--- src/rtl/vc_tx_pkg.sv ---
// Package: symbol codes and state types shared by the transmit scheduler.
// Assumes a 16-bit link word; control symbols are marked by the ctrl flag.
package vc_tx_pkg;
    localparam int WORD_W     = 16;
    localparam int DLM_CODE_W = WORD_W - 8;

    localparam logic [WORD_W-1:0] SYM_IDLE    = 16'h1C1C;
    localparam logic [WORD_W-1:0] SYM_ACK     = 16'h3A3A;
    localparam logic [WORD_W-1:0] SYM_NACK    = 16'h3B3B;
    localparam logic [WORD_W-1:0] SYM_SOP_CTL = 16'h5C5C;
    localparam logic [WORD_W-1:0] SYM_SOP_DAT = 16'h5D5D;
    localparam logic [WORD_W-1:0] SYM_EOP     = 16'h7C7C;
    localparam logic [7:0]        DLM_MARK    = 8'hE7;

    typedef enum logic [2:0] {
        ST_GAP, ST_CTL, ST_CTL_END, ST_DAT, ST_DAT_END
    } arb_state_t;

    typedef enum logic [1:0] {
        RB_LOAD, RB_HELD, RB_SEND, RB_WAIT
    } rb_state_t;
endpackage

--- src/rtl/vc_dlm_stage.sv ---
// Deterministic-latency request stage: one register between the request
// and the arbiter, giving a fixed two-edge request-to-wire latency.
// Assumes requests are single-cycle pulses; back-to-back pulses are kept.
module vc_dlm_stage
    import vc_tx_pkg::*;
(
    input  logic                  clk,
    input  logic                  rst_n,
    input  logic                  req,
    input  logic [DLM_CODE_W-1:0] code,
    output logic                  pend,
    output logic [DLM_CODE_W-1:0] pend_code
);
    // Capture the request and its code for the arbiter's next decision.
    always_ff @(posedge clk) begin
        if (!rst_n) begin
            pend      <= 1'b0;
            pend_code <= '0;
        end else begin
            pend      <= req;
            pend_code <= code;
        end
    end
endmodule

--- src/rtl/vc_admin_pend.sv ---
// Administration character pending flags (index 0 = ACK, 1 = NACK).
// A request sets its flag; the arbiter clears it when the character goes out.
// Assumes take is only raised while the flag is set.
module vc_admin_pend #(
    parameter int NUM_CHR = 2
) (
    input  logic               clk,
    input  logic               rst_n,
    input  logic [NUM_CHR-1:0] req_v,
    input  logic [NUM_CHR-1:0] take_v,
    output logic [NUM_CHR-1:0] pend_v
);
    for (genvar g = 0; g < NUM_CHR; g++) begin : g_chr
        logic flag_q;

        // Hold a request until the arbiter has emitted its character.
        always_ff @(posedge clk) begin
            if (!rst_n) flag_q <= 1'b0;
            else        flag_q <= (flag_q & ~take_v[g]) | req_v[g];
        end

        assign pend_v[g] = flag_q;

        // an administration character is emitted only when one is pending
        p_take_needs_pend_r6: assert property (@(posedge clk) disable iff (!rst_n)
            take_v[g] |-> flag_q);
    end
endmodule

--- src/rtl/vc_ctl_replay.sv ---
// Control-channel replay buffer: loads one complete control packet, offers
// it to the arbiter, and keeps it until ACK. NACK or timeout offers it again.
// Assumes the arbiter raises start only when pkt_avail is high, steps adv
// once per payload word, and pulses sent when the end symbol goes out.
module vc_ctl_replay
    import vc_tx_pkg::*;
#(
    parameter int DEPTH   = 32,
    parameter int TIMEOUT = 1024
) (
    input  logic              clk,
    input  logic              rst_n,
    input  logic              in_valid,
    input  logic [WORD_W-1:0] in_data,
    input  logic              in_last,
    output logic              in_ready,
    input  logic              ack_rx,
    input  logic              nack_rx,
    output logic              pkt_avail,
    input  logic              start,
    input  logic              adv,
    input  logic              sent,
    output logic [WORD_W-1:0] rd_word,
    output logic              rd_last
);
    localparam int AW = $clog2(DEPTH);
    localparam int TW = $clog2(TIMEOUT);

    rb_state_t         state;
    logic [WORD_W-1:0] mem [DEPTH];
    logic [AW-1:0]     wr_ptr;
    logic [AW-1:0]     rd_ptr;
    logic [AW-1:0]     last_idx;
    logic [TW-1:0]     timer;

    assign in_ready  = (state == RB_LOAD);
    assign pkt_avail = (state == RB_HELD);
    assign rd_word   = mem[rd_ptr];
    assign rd_last   = (rd_ptr == last_idx);

    // Store each accepted control word at the write pointer.
    always_ff @(posedge clk) begin
        if (in_ready && in_valid) mem[wr_ptr] <= in_data;
    end

    // Packet life cycle: load, hold, send, wait for the far end's verdict.
    always_ff @(posedge clk) begin
        if (!rst_n) begin
            state    <= RB_LOAD;
            wr_ptr   <= '0;
            rd_ptr   <= '0;
            last_idx <= '0;
            timer    <= '0;
        end else begin
            case (state)
                RB_LOAD: begin
                    if (in_valid) begin
                        wr_ptr <= wr_ptr + 1'b1;
                        if (in_last || wr_ptr == AW'(DEPTH - 1)) begin
                            last_idx <= wr_ptr;
                            state    <= RB_HELD;
                        end
                    end
                end
                RB_HELD: begin
                    if (start) begin
                        rd_ptr <= '0;
                        state  <= RB_SEND;
                    end
                end
                RB_SEND: begin
                    if (adv && !rd_last) rd_ptr <= rd_ptr + 1'b1;
                    if (sent) begin
                        timer <= '0;
                        state <= RB_WAIT;
                    end
                end
                RB_WAIT: begin
                    if (ack_rx) begin
                        wr_ptr <= '0;
                        state  <= RB_LOAD;
                    end else if (nack_rx || timer == TW'(TIMEOUT - 1)) begin
                        state <= RB_HELD;
                    end else begin
                        timer <= timer + 1'b1;
                    end
                end
                default: state <= RB_LOAD;
            endcase
        end
    end

    // the arbiter starts a control packet only when one is held
    p_start_needs_pkt_r7: assert property (@(posedge clk) disable iff (!rst_n)
        start |-> pkt_avail);

    // loading resumes only because an ACK arrived
    p_load_after_ack_r8: assert property (@(posedge clk) disable iff (!rst_n)
        $rose(in_ready) |-> $past(ack_rx));

    // a packet already sent is offered again only on NACK or timeout
    p_resend_cause_r9: assert property (@(posedge clk) disable iff (!rst_n)
        ($rose(pkt_avail) && $past(state == RB_WAIT)) |->
            ($past(nack_rx) || $past(timer) == TW'(TIMEOUT - 1)));

    // reads stay inside the stored packet while sending
    p_rd_in_range_r4: assert property (@(posedge clk) disable iff (!rst_n)
        (state == RB_SEND) |-> (rd_ptr <= last_idx));
endmodule

--- src/rtl/vc_tx_sched.sv ---
// Virtual-channel transmit scheduler (top). Each cycle it chooses one
// 16-bit word: a deterministic-latency word has absolute priority; between
// packets, ACK, NACK, held control and data are chosen in that order; inside
// a packet only that packet's words or IDLE fill are sent. Output is
// registered. Assumes ack_rx/nack_rx refer to the outstanding control packet.
module vc_tx_sched
    import vc_tx_pkg::*;
#(
    parameter int CTL_DEPTH   = 32,
    parameter int CTL_TIMEOUT = 1024
) (
    input  logic                  clk,
    input  logic                  rst_n,
    input  logic                  dlm_req,
    input  logic [DLM_CODE_W-1:0] dlm_code,
    input  logic                  ctl_valid,
    input  logic [WORD_W-1:0]     ctl_data,
    input  logic                  ctl_last,
    output logic                  ctl_ready,
    input  logic                  dat_valid,
    input  logic [WORD_W-1:0]     dat_data,
    input  logic                  dat_last,
    output logic                  dat_ready,
    input  logic                  ack_rx,
    input  logic                  nack_rx,
    input  logic                  adm_ack_req,
    input  logic                  adm_nack_req,
    output logic [WORD_W-1:0]     tx_word,
    output logic                  tx_ctrl
);
    arb_state_t            state, nxt_state;
    logic [WORD_W-1:0]     nxt_word;
    logic                  nxt_ctrl;
    logic                  dlm_pend;
    logic [DLM_CODE_W-1:0] dlm_pcode;
    logic [1:0]            adm_pend, adm_take;
    logic                  c_avail, c_start, c_adv, c_sent, c_last;
    logic [WORD_W-1:0]     c_word;
    logic                  d_take;

    vc_dlm_stage u_dlm (
        .clk       (clk),
        .rst_n     (rst_n),
        .req       (dlm_req),
        .code      (dlm_code),
        .pend      (dlm_pend),
        .pend_code (dlm_pcode)
    );

    vc_admin_pend #(.NUM_CHR(2)) u_adm (
        .clk    (clk),
        .rst_n  (rst_n),
        .req_v  ({adm_nack_req, adm_ack_req}),
        .take_v (adm_take),
        .pend_v (adm_pend)
    );

    vc_ctl_replay #(.DEPTH(CTL_DEPTH), .TIMEOUT(CTL_TIMEOUT)) u_replay (
        .clk       (clk),
        .rst_n     (rst_n),
        .in_valid  (ctl_valid),
        .in_data   (ctl_data),
        .in_last   (ctl_last),
        .in_ready  (ctl_ready),
        .ack_rx    (ack_rx),
        .nack_rx   (nack_rx),
        .pkt_avail (c_avail),
        .start     (c_start),
        .adv       (c_adv),
        .sent      (c_sent),
        .rd_word   (c_word),
        .rd_last   (c_last)
    );

    assign dat_ready = d_take;

    // Pick this cycle's word and the channel that advances.
    always_comb begin
        nxt_state = state;
        nxt_word  = SYM_IDLE;
        nxt_ctrl  = 1'b1;
        d_take    = 1'b0;
        c_start   = 1'b0;
        c_adv     = 1'b0;
        c_sent    = 1'b0;
        adm_take  = 2'b00;
        if (dlm_pend) begin
            nxt_word = {DLM_MARK, dlm_pcode};
        end else begin
            case (state)
                ST_GAP: begin
                    if (adm_pend[0]) begin
                        nxt_word    = SYM_ACK;
                        adm_take[0] = 1'b1;
                    end else if (adm_pend[1]) begin
                        nxt_word    = SYM_NACK;
                        adm_take[1] = 1'b1;
                    end else if (c_avail) begin
                        nxt_word  = SYM_SOP_CTL;
                        c_start   = 1'b1;
                        nxt_state = ST_CTL;
                    end else if (dat_valid) begin
                        nxt_word  = SYM_SOP_DAT;
                        nxt_state = ST_DAT;
                    end
                end
                ST_CTL: begin
                    nxt_word = c_word;
                    nxt_ctrl = 1'b0;
                    c_adv    = 1'b1;
                    if (c_last) nxt_state = ST_CTL_END;
                end
                ST_CTL_END: begin
                    nxt_word  = SYM_EOP;
                    c_sent    = 1'b1;
                    nxt_state = ST_GAP;
                end
                ST_DAT: begin
                    if (dat_valid) begin
                        nxt_word = dat_data;
                        nxt_ctrl = 1'b0;
                        d_take   = 1'b1;
                        if (dat_last) nxt_state = ST_DAT_END;
                    end
                end
                ST_DAT_END: begin
                    nxt_word  = SYM_EOP;
                    nxt_state = ST_GAP;
                end
                default: nxt_state = ST_GAP;
            endcase
        end
    end

    // Register the chosen word and the scheduler state.
    always_ff @(posedge clk) begin
        if (!rst_n) begin
            state   <= ST_GAP;
            tx_word <= SYM_IDLE;
            tx_ctrl <= 1'b1;
        end else begin
            state   <= nxt_state;
            tx_word <= nxt_word;
            tx_ctrl <= nxt_ctrl;
        end
    end

    // a request reaches the wire exactly two edges later with its code
    p_dlm_slot_r3: assert property (@(posedge clk) disable iff (!rst_n)
        dlm_req |=> ##1 (tx_ctrl && tx_word == {DLM_MARK, $past(dlm_code, 2)}));

    // no stream word is accepted in an inserted deterministic-latency cycle
    p_no_take_in_dlm_r4: assert property (@(posedge clk) disable iff (!rst_n)
        dlm_pend |-> (!dat_ready && !c_adv));

    // payload words never carry the control flag on the data stream path
    p_payload_flag_r5: assert property (@(posedge clk) disable iff (!rst_n)
        dat_ready |=> !tx_ctrl);
endmodule

--- config.mk ---
export PLATFORM = sky130hd
export DESIGN_NAME = vc_tx_sched
export DESIGN_NICKNAME = d
export VERILOG_FILES = /design/src/rtl/vc_tx_pkg.sv /design/src/rtl/vc_dlm_stage.sv /design/src/rtl/vc_admin_pend.sv /design/src/rtl/vc_ctl_replay.sv /design/src/rtl/vc_tx_sched.sv
export SDC_FILE = /design/constraint.sdc
export NUM_CORES = 1
export LEC_CHECK = 0
export BUFFER_PORTS_ARGS = -buffer_cell sky130_fd_sc_hd__buf_2
export CAP_MARGIN = 20
export CORE_MARGIN = 3
export CORE_UTILIZATION = 30
export CTS_CLUSTER_DIAMETER = 150
export CTS_CLUSTER_SIZE = 8
export DETAILED_ROUTE_END_ITERATION = 16
export PLACE_DENSITY = 0.48
export SKIP_CTS_REPAIR_TIMING = 1
export SLEW_MARGIN = 20
export SYNTH_ARGS = -nofsm -noshare
export SYNTH_HDL_FRONTEND = slang
export SYNTH_SLANG_ARGS = --single-unit
--- constraint.sdc ---
create_clock -name clk -period 3 [get_ports clk]
set_clock_uncertainty 0.05 [all_clocks]
set_input_delay 0.15 -clock clk [delete_from_list [all_inputs] [get_ports clk]]
set_output_delay 0.15 -clock clk [all_outputs]
set_load 0.01 [all_outputs]
Word-level counts from Yosys, hierarchy flattened:

Memories as Yosys holds them, arrays and structs flattened. A register that Yosys moved wholly into a read port is not among the register bits.
Index checks and enable logic that the tools add are counted.
W data, S select, Z words.

* bits in registers: 58
* memory bits (writable): 512
* output and inout bits: 19
* logic and storage cells: 123
* memories: 1

* add/subtract/negate cells: 3
* equal/unequal tests: 25
* mux-type cells: 55
* bitwise logic cells: 8
* reduce and logical (&&, ||, !) cells: 18

Memories
* u_replay.mem: words 32, width 16, rd ports 1, clocked after Yosys merged registers in 1, write ports 1, RTL line vc_ctl_replay.sv:30 `logic [WORD_W-1:0] mem [DEPTH];`

Operators by type and width (number)
* $pmux W16 S4: 1
* $mux W15: 4
* $mux W16: 2
* $mux W10: 3
* $mux W5: 6
* $mux W3: 7
* $ne A2 B2 Y1 const B: 10
* $pmux W10 S2: 1
* $pmux W5 S2: 2
* $mux W1: 18
* $mux W2: 8
* $add A10 B1 Y10 const B: 1
* $add A5 B1 Y5 const B: 2
* $eq A10 B10 Y1 const B: 1
* $pmux W3 S3: 1
* $reduce_and A3 Y1: 3
* $pmux W2 S4: 1
* $reduce_and A7 Y1: 1
* $eq A3 B2 Y1 const B: 2
* $ne A2 B1 Y1 const B: 3
* $reduce_bool A2 Y1: 3
* $eq A5 B5 Y1: 1
* $eq A5 B5 Y1 const B: 1
* $reduce_and A5 Y1: 1
* other kinds (17): 26

Longest topological paths before layout:

Gate-level depths: netlist of run 1.

* depth in word-level cells: 10
* mapped depth: 9

Cells and area by module:

From an unflattened synthesis of run 1, not the netlist that was laid out.

* cells, all modules: 1140
* area, all modules: 22636.7 µm²

By module, submodules not included
* vc_ctl_replay: instances 1, cells an instance 975, area an instance 21182.8 µm²
* vc_tx_sched: instances 1, cells an instance 139, area an instance 1119.8 µm²
* vc_dlm_stage: instances 1, cells an instance 18, area an instance 236.5 µm²
* vc_admin_pend: instances 1, cells an instance 8, area an instance 97.6 µm²

Least setup slack after synthesis of run 1:

OpenSTA, ideal clock, no wires.

* path kind: reg2reg
* from: register u_replay.state[0]
* to: memory u_replay.mem[29][0], enable pin
* library setup time: 388 ps
* data arrival time: 1930 ps
* required time: 2562 ps
* setup slack: 631 ps
* cell stages (with the launch flop): 7
* path buffers: 1
* cells stage by stage: dfxtp_1 > inv_1 > ha_1 > and2_0 > clkbuf_1 > nand2_1 > nor2_1

* longest elaborated chain between the ends: 4

RTL lines
* start, declared: RTL line vc_ctl_replay.sv:29 `rb_state_t state;`
* start signal, assigned: RTL line vc_ctl_replay.sv:49 `state <= RB_LOAD;`
* start signal, assigned: RTL line vc_ctl_replay.sv:61 `state <= RB_HELD;`
* start signal, assigned: RTL line vc_ctl_replay.sv:68 `state <= RB_SEND;`
* $logic_not A2 Y1: RTL line vc_ctl_replay.sv:36 `assign in_ready = (state == RB_LOAD);`
* via ctl_ready: RTL line vc_tx_sched.sv:19 `output logic ctl_ready,`
* $logic_and A1 B1 Y1: RTL line vc_ctl_replay.sv:43 `if (in_ready && in_valid) mem[wr_ptr] <= in_data;`
* $mux W1: RTL line vc_ctl_replay.sv:43
* $mux W1 (not written as such): RTL line vc_ctl_replay.sv:43
* end, declared: RTL line vc_ctl_replay.sv:30

The timed path passes the listed nets, and every way through them passes these cells.

==> results.json, run 1 <==
{
  "status": "completed",
  "final_antenna_net_count": 0,
  "ys_ff_latch": 575,
  "vias": 12540,
  "grt_max_degree": 47,
  "start_kind": "flop",
  "yosysSeqAreaShare_pct": 73.18,
  "grt_overflow": 0,
  "grt_pass1_wl_um": 90660,
  "worstPathCellList": "buf_12 > buf_4 > mux4_2 > o22ai_1 > o21ai_0 > nand3_1 > o211ai_1 > dlygate4sd3_1",
  "fmax_mhz": 354.4,
  "vdd_ir_drop_max_mv": 0.3735,
  "final_layout_size_suffix_gt1_share_pct": 26.83,
  "maxSlewViolCount": 0,
  "critical_path_class": "flop to flop",
  "port_buffers": 69,
  "worstMarginPinSlew_ps": 766.2,
  "critPathSlowestCell": "dfxtp_4",
  "worstSetupEndpointType": "flop",
  "first_iter_violations": 1030,
  "pin_count": 70,
  "leakagePower_nw": 8.582,
  "antenna_found_initial": 3,
  "maxCapViolCount": 0,
  "place.gp.congestion": 0.8006,
  "finalHoldViolCount": 0,
  "final_nets": 1496,
  "whs_path_depth": 1,
  "async_reset_ff_share_pct": 0,
  "wl_met2_um": 30260,
  "initial_utilization_pct": 30.43,
  "rr_worst_depth": 8,
  "rsz0062_at_grt": "no",
  "clock_path_buffers": 3,
  "synth_flop_cell": "edfxtp_1",
  "coreArea_um2": 74700,
  "r2r_end": "tx_word[11]",
  "drc": 0,
  "setup_tns_ps": 0,
  "r2r_setup_slack_ps": 180,
  "rows": 100,
  "die_x_um": 281.3,
  "viasPerCell": 5.104,
  "die_h_um": 281.3,
  "crit_end": "tx_word[11]",
  "dp_hpwl_um": 38850,
  "syn_nets": 1309,
  "clock_latency_ps": 600,
  "total_power_w": 0.01891,
  "crit_cells": 8,
  "wl_met1_um": 27630,
  "track_usage_pct": 16.04,
  "routed_wl_um": 63150,
  "yosysWarnings": 0,
  "required_ps": 3440,
  "max_stage_delay_ps": 590,
  "htreeDepth": 3,
  "hold_ws_ps": 2.845,
  "pwr_density_cell_nw_per_um2": 692.3,
  "synth_enable_flop_cells": 512,
  "topRoutingLayerUsed": "met4",
  "finalCritPeriodShare_pct": 94.07,
  "synth_cell_types": 63,
  "worst_ep_arrival_time_ps": 3270,
  "first_global_vias": 12610,
  "cts.sinks": 575,
  "root_buffer": "clkbuf_16",
  "synth_area_um2": 22730,
  "path_buf_inv": 3,
  "dr_wl_met3_um": 4009,
  "slew_headroom_pct": 48.57,
  "crit_fanout": 21,
  "fin_crit_ps": 2822,
  "firstDrtPassIters": 7,
  "cts_buffers": 81,
  "syn_avg_cell_area_um2": 18.24,
  "worst_slack_ps": 177.9,
  "hp-class": "primary input to flop",
  "synthCells": 1246,
  "die_area_um2": 79110,
  "cpLargestDelayFamily": "buffers and inverters",
  "dp_slack_ps": 381.3,
  "drt-wirelength-per-cell_um": 25.70,
  "setup_viol": 0,
  "area_growth_pct": 20.16,
  "clk_pin_slew_ps": 60,
  "post-route-util_pct": 36.57,
  "cts_tree": "yes"
}
[cells in the mapped netlist (all sizes together) (4+ instances only)]
| master | instances | share of area (%) |
|---|---|---|
| edfxtp | 512 | 68 |
| or3 | 9 | 0.25 |
| o2bb2ai | 4 | 0.15 |
| mux2i | 47 | 2.1 |
| nor3b | 4 | 0.13 |
| ha | 12 | 0.66 |
| nor2b | 11 | 0.30 |
| nand2 | 47 | 0.79 |
| a31oi | 6 | 0.17 |
| o221ai | 7 | 0.30 |
| nand4 | 7 | 0.19 |
| inv | 13 | 0.21 |
| nand3 | 19 | 0.42 |
| and3 | 9 | 0.25 |
| buf | 34 | 0.83 |
| xor2 | 6 | 0.23 |
| nand2b | 13 | 0.36 |
| nor2 | 71 | 1.2 |
| o21ai | 25 | 0.55 |
| a21oi | 38 | 0.84 |
| o22ai | 14 | 0.39 |
| dfxtp | 63 | 5.5 |
| nand3b | 7 | 0.23 |
| mux2 | 5 | 0.25 |
| mux4 | 118 | 12 |
| nor3 | 12 | 0.26 |
| nor4 | 6 | 0.17 |
| a221oi | 7 | 0.27 |
| a211oi | 8 | 0.26 |
| a221o | 6 | 0.26 |
| or4 | 4 | 0.15 |
| and2 | 16 | 0.44 |
| a22oi | 16 | 0.53 |
| clkbuf | 32 | 0.53 |
[power breakdown]
group,internal (W),leakage [nW],switching [W],total [W]
Sequential,0.00896,5.13,0.000134,0.00909
Clock,0.00501,1.09,0.00328,0.00829
Combinational,0.000532,2.36,0.000993,0.00153
[state kept, by name (all words and copies together), names as in the netlist, named ones only]
| register | count |
|---|---|
| u_replay.state | 2 |
| u_replay.last_idx | 5 |
| u_dlm.pend | 1 |
| u_adm.g_chr.flag_q | 2 |
| state | 3 |
| u_dlm.pend_code | 8 |
| u_replay.wr_ptr | 5 |
| u_replay.mem | 512 |
| u_replay.timer | 10 |
| tx_ctrl | 1 |
| u_replay.rd_ptr | 5 |
| tx_word | 16 |
[final cells by class]
class / instances / area (µm²)
clock inverters: 6 / 78.83
fillers: 6956 / 47380
diodes: 1 / 2.502
clock buffers: 131 / 2215
inverters: 13 / 48.80
flip-flops and latches: 575 / 16650
multi-input cells: 592 / 5819
well taps: 969 / 1212
repair buffers: 170 / 1291
[placed cells by master (no fill, tap or decap), drive strengths merged, types with 38 or more instances in the layout]
master    n
nand2    47
clkbuf  131
mux2i    47
mux4    118
buf     145
edfxtp  512
dfxtp    63
a21oi    38
nor2     71
[metrics by stage]
stage | cells | area [µm²]
after global routing | 2456 | 27310
after floorplan | 1246 | 22730
final | 2457 | 27310
after global placement | 2294 | 24770
after detailed placement | 2294 | 24770
after CTS | 2431 | 27060
[logic make-up after synthesis]
kind of cell,after synthesis,share of synthesized area (%)
simple gates,246,5.510
fa+ha+maj,12,0.6605
xor+xnor,7,0.2697
mux,170,14.01
compound gates,157,4.800
flops,575,73.18
buf+inv,79,1.569
[worst min-delay path by stage]
stage / end / startpoint
3_5_place_dp: u_dlm.pend_code[1] / dlm_code[1]
3_3_place_gp: u_dlm.pend_code[1] / dlm_code[1]
6_report: u_replay.mem[1][1] / ctl_data[1]
4_1_cts: u_adm.g_chr[0].flag_q / adm_ack_req
5_1_grt: u_replay.mem[1][1] / ctl_data[1]
2_1_floorplan: u_replay.mem[0][0] / ctl_data[0]
[per-layer routing]
| layer | vias up | global-route usage, % |
|---|---|---|
| met2 | 421 | 26.06 |
| met4 | 0 | 4.371 |
| met1 | 6589 | 22.12 |
| li1 | 5441 | - |
| met3 | 90 | 3.040 |
| met5 | - | 0 |
(Power assumes the default switching activity.)
==> inputs of run 2 (changes only) <==
--- a/config.mk
+++ b/config.mk
@@ -12,7 +12,8 @@
 export CTS_CLUSTER_DIAMETER = 150
 export CTS_CLUSTER_SIZE = 8
 export DETAILED_ROUTE_END_ITERATION = 16
-export PLACE_DENSITY = 0.48
+export HOLD_SLACK_MARGIN = 0.1
+export PLACE_DENSITY = 0.43
 export SKIP_CTS_REPAIR_TIMING = 1
 export SLEW_MARGIN = 20
 export SYNTH_ARGS = -nofsm -noshare
==> results.json, run 2 (synthesized netlist as in run 1, its figures left out) <==
{
  "required_ps": 3370,
  "fin_crit_ps": 2538,
  "vias": 12490,
  "die_area_um2": 79110,
  "total_power_w": 0.01890,
  "first_global_vias": 12630,
  "use_met3_pct": 4.145,
  "cts_buffers": 81,
  "grt_max_degree": 51,
  "status": "completed",
  "max_stage_delay_ps": 610,
  "leakagePower_nw": 8.691,
  "drt-wirelength-per-cell_um": 26.11,
  "largest-register": "u_replay.mem",
  "worstMarginPinSlew_ps": 745.9,
  "fmax_mhz": 394.0,
  "critical_path_class": "flop to flop",
  "firstDrtPassIters": 5,
  "finalCritPeriodShare_pct": 84.61,
  "first_iter_violations": 943,
  "place.gp.congestion": 0.7928,
  "switchingPower_w": 0.004434,
  "clockPowerShare_pct": 44.0,
  "root_buffer": "clkbuf_16",
  "rsz0062_at_grt": "no",
  "routed_wl_um": 64630,
  "hold_ws_ps": 65.96,
  "internal-power_w": 0.01447,
  "met1_usage_pct": 23.38,
  "crit_fanout": 15,
  "pwr-share-seq_pct": 48.2,
  "largest_register_ffs": 512,
  "clk_pin_slew_ps": 50,
  "clock_path_buffers": 3,
  "final_layout_size_suffix_gt1_share_pct": 26.84,
  "finalHoldViolCount": 0,
  "cts_tree": "yes",
  "top_regs": "u_replay.mem: 512 flops, tx_word: 16 flops, u_replay.timer: 10 flops",
  "htreeDepth": 3,
  "hp-class": "primary input to flop",
  "worst_ep_arrival_time_ps": 2910,
  "drc": 0,
  "final_common_cell": "edfxtp_1",
  "port_buffers": 69,
  "gr-max-usage-layer": "met2",
  "track_usage_pct": 16.46,
  "pwr_density_cell_nw_per_um2": 686.7,
  "cts.sinks": 575,
  "final_nets": 1519,
  "maxSlewViolCount": 0,
  "grt_overflow": 0,
  "rows": 100,
  "antenna_found_initial": 1,
  "vdd_ir_drop_max_mv": 0.3650,
  "area_growth_pct": 21.09,
  "start_kind": "flop",
  "grt_use_met2_pct": 25.27,
  "coreArea_um2": 74700,
  "post-route-util_pct": 36.85,
  "die_h_um": 281.3,
  "critPathSlowestCell": "or4_4",
  "viasPerCell": 5.048,
  "power_switching_share_pct": 23.46,
  "startpoint": "state[0]",
  "setup_viol": 0,
  "clock_latency_ps": 610,
  "reg2reg_from": "state[0]",
  "combPwrFrac_pct": 7.9,
  "die_x_um": 281.3,
  "initial_utilization_pct": 30.43,
  "setup_tns_ps": 0,
  "worstSetupEndpointType": "flop",
  "final_antenna_net_count": 0,
  "grt_pass1_wl_um": 92520,
  "dp_hpwl_um": 41040,
  "worstHoldStart": "dat_data[2]",
  "worstPathCellList": "or4_4 > o41ai_4 > and3_1 > nand2_1 > o2bb2ai_1",
  "maxCapViolCount": 0,
  "final_cell_mix": "edfxtp_1 (512), mux4_2 (118), clkbuf_16 (81), buf_4 (70), buf_2 (69)",
  "slew_headroom_pct": 50.27,
  "pin_count": 70
}
==> run 2: changes by cell type in the layout (fill, tap and decap cells not counted) <==
cell,previous run,this run
clkbuf_1,50,45
dlygate4sd3_1,25,43
buf_12,10,11
buf_4,66,70
==> run 2: area by class of cell <==
type,count,area [µm²]
Tap cell,969,1212
Timing Repair Buffer,193,1521
Antenna cell,1,2.502
Clock buffer,126,2196
Inverter,13,48.80
Multi-Input combinational cell,592,5819
Fill cell,6906,47170
Clock inverter,6,78.83
Sequential cell,575,16650
==> run 2: path summary, 6_finish.rpt <==
path | cells past startpoint | slack (ps) | end
max | 5 | 460 | flop
min | 4 | 70 | tx_word[2]
max reg2reg | 5 | 460 | flop
min reg2reg | 1 | 410 | tx_word[6]
==> run 2: per-layer routing <==
metal / vias to the layer above / part of all wire [%]
met3: 86 / 5.6
met5: - / 0
met2: 326 / 45
met4: 0 / 2.2
met1: 6587 / 47
li1: 5495 / -
==> run 2: worst max-delay path, delay by kind of cell (launching register included) <==
kind | cells | cell delay, ps
flops | 1 | 460
simple gates | 3 | 950
compound gates | 2 | 880
==> run 2: power by group through the flow <==
stage | clock network (W) | logic, W | registers (W)
floorplan | 0 | 0.000765 | 0.00922
global placement | 0 | 0.00145 | 0.00926
detailed placement | 0 | 0.00146 | 0.00925
CTS | 0.00854 | 0.00146 | 0.00910
global route | 0.00888 | 0.00164 | 0.00911
finish | 0.00831 | 0.00149 | 0.00910
==> run 2: stage by stage <==
stage	std cells	setup slack, ps	cell area [µm²]
after floorplan	1246	631.1	22730
after global placement	2299	433.1	24820
after detailed placement	2299	486.2	24820
after CTS	2431	435.1	27090
after global routing	2475	280.6	27530
final	2475	461.7	27530
==> inputs of run 3 (changes only) <==
--- a/config.mk
+++ b/config.mk
@@ -13,7 +13,7 @@
 export CTS_CLUSTER_SIZE = 8
 export DETAILED_ROUTE_END_ITERATION = 16
 export HOLD_SLACK_MARGIN = 0.1
-export PLACE_DENSITY = 0.43
+export PLACE_DENSITY = 0.45
 export SKIP_CTS_REPAIR_TIMING = 1
 export SLEW_MARGIN = 20
 export SYNTH_ARGS = -nofsm -noshare
==> constraint.sdc (replaced) <==
create_clock -name clk -period 2.18 [get_ports clk]
set_clock_uncertainty 0.05 [all_clocks]
set_input_delay 0.109 -clock clk [delete_from_list [all_inputs] [get_ports clk]]
set_output_delay 0.109 -clock clk [all_outputs]
set_load 0.01 [all_outputs]
==> results.json, run 3 (synthesized netlist as in run 1, its figures left out) <==
{
  "final_nets": 1630,
  "slew_headroom_pct": 45.41,
  "max_stage_delay_ps": 510,
  "port_buffers": 69,
  "first_iter_violations": 1111,
  "seqCellArea_um2": 16650,
  "final_layout_size_suffix_gt1_share_pct": 32.90,
  "cts_tree": "yes",
  "maxCapViolCount": 0,
  "pwr_density_cell_nw_per_um2": 906.8,
  "firstDrtPassIters": 5,
  "cts.sinks": 575,
  "viasPerCell": 5.064,
  "worstSetupEndpointType": "flop",
  "status": "completed",
  "fmax_mhz": 460.8,
  "critPathSlowestCell": "mux4_2",
  "crit_fanout": 8,
  "setup_viol": 0,
  "largest-register": "u_replay.mem",
  "multi_input_area_um2": 5967,
  "drc": 0,
  "vias": 13070,
  "dp_hpwl_um": 42760,
  "drt-wirelength-per-cell_um": 26.93,
  "routed_wl_um": 69470,
  "pin_count": 70,
  "top_regs": "u_replay.mem: 512 flops, tx_word: 16 flops, u_replay.timer: 10 flops",
  "final_antenna_net_count": 0,
  "clock_path_buffers": 3,
  "coreArea_um2": 74700,
  "n_fill_cell": 6820,
  "finalCritPeriodShare_pct": 99.56,
  "rsz0062_at_grt": "yes",
  "cts_buffers": 81,
  "start_kind": "flop",
  "largest_register_ffs": 512,
  "htreeDepth": 3,
  "grt_pass1_wl_um": 96960,
  "worstPathCellList": "buf_6 > buf_12 > mux4_2 > mux2i_2 > a221oi_1 > a22o_1",
  "critical_path_class": "flop to flop",
  "root_buffer": "clkbuf_16",
  "grt_max_degree": 36,
  "grt_overflow": 0,
  "track_usage_pct": 17.35,
  "die_h_um": 281.3,
  "final_cell_mix": "edfxtp_1 (512), buf_4 (125), mux4_2 (118), clkbuf_16 (87), buf_2 (69)",
  "place.gp.congestion": 0.8297,
  "leakagePower_nw": 9.422,
  "die_area_um2": 79110,
  "first_global_vias": 13200,
  "fin_crit_ps": 2170,
  "worstMarginPinSlew_ps": 818.9,
  "area_growth_pct": 27.91,
  "num_antenna_cells": 0,
  "place_inst": 2369,
  "rows": 100,
  "placed_cell_area_um2": 25720,
  "final_cell_area_um2": 29080,
  "worst_ep_arrival_time_ps": 2610,
  "antenna_found_initial": 3,
  "finalHoldViolCount": 0,
  "post-route-util_pct": 38.92,
  "initial_utilization_pct": 30.43,
  "clk_pin_slew_ps": 60,
  "final_common_cell": "edfxtp_1",
  "maxSlewViolCount": 0,
  "vdd_ir_drop_max_mv": 0.5142,
  "fin_cells": 2580,
  "hp-class": "primary input to flop",
  "die_x_um": 281.3,
  "clock_latency_ps": 600,
  "required_ps": 2620
}
[run 3: worst paths after layout]
kind	startpoint	to	slack, ps	cells after the start
setup / recovery	flop	tx_word[13]	10	6
setup reg to reg	flop	tx_word[13]	10	6
hold / removal	dat_data[14]	tx_word[14]	110	4
hold reg to reg	u_dlm.pend_code[0]	tx_word[0]	420	1
[run 3: worst max-delay path, delay by kind of cell, from the launching register on]
kind                   cells  cell delay, ps
AO/OA/AOI/OAI              2             440
flip-flops                 1             440
buffers and inverters      2             300
multiplexers               2             810
[run 3: metal layers]
metal / routed length [µm] / vias to the layer above / track usage, %
li1: - / 5720 / -
met1: 31480 / 6891 / 24.17
met2: 32790 / 362 / 27.95
met3: 3480 / 93 / 2.974
met4: 1710 / 0 / 5.144
met5: 0 / - / 0
[run 3: metrics by stage]
| step | TNS, ps | setup slack [ps] | hold slack (ps) | power (W) |
|---|---|---|---|---|
| finish | 0 | 9.629 | 113.5 | 0.02637 |
| floorplan | -95050 | -188.9 | 157.9 | 0.01373 |
| CTS | -1078 | -329.1 | -390.7 | 0.02656 |
| detailed placement | -923.0 | -309.9 | 269.6 | 0.01497 |
| global route | -364.5 | -61.59 | 102.5 | 0.02735 |
| global placement | -859.3 | -323.6 | 267.2 | 0.01496 |
[run 3: power by group]
part	internal, W	switching [W]
combinational	0.000923	0.00147
clock	0.00695	0.00452
sequential	0.0123	0.000170
[run 3: area by class of cell]
| class | instances | area share, % |
|---|---|---|
| Clock buffer | 122 | 7.647 |
| Timing Repair Buffer | 304 | 9.975 |
| Tap cell | 969 | 4.170 |
| Sequential cell | 575 | 57.26 |
| Multi-Input combinational cell | 592 | 20.52 |
| Inverter | 13 | 0.1678 |
| Clock inverter | 5 | 0.2539 |
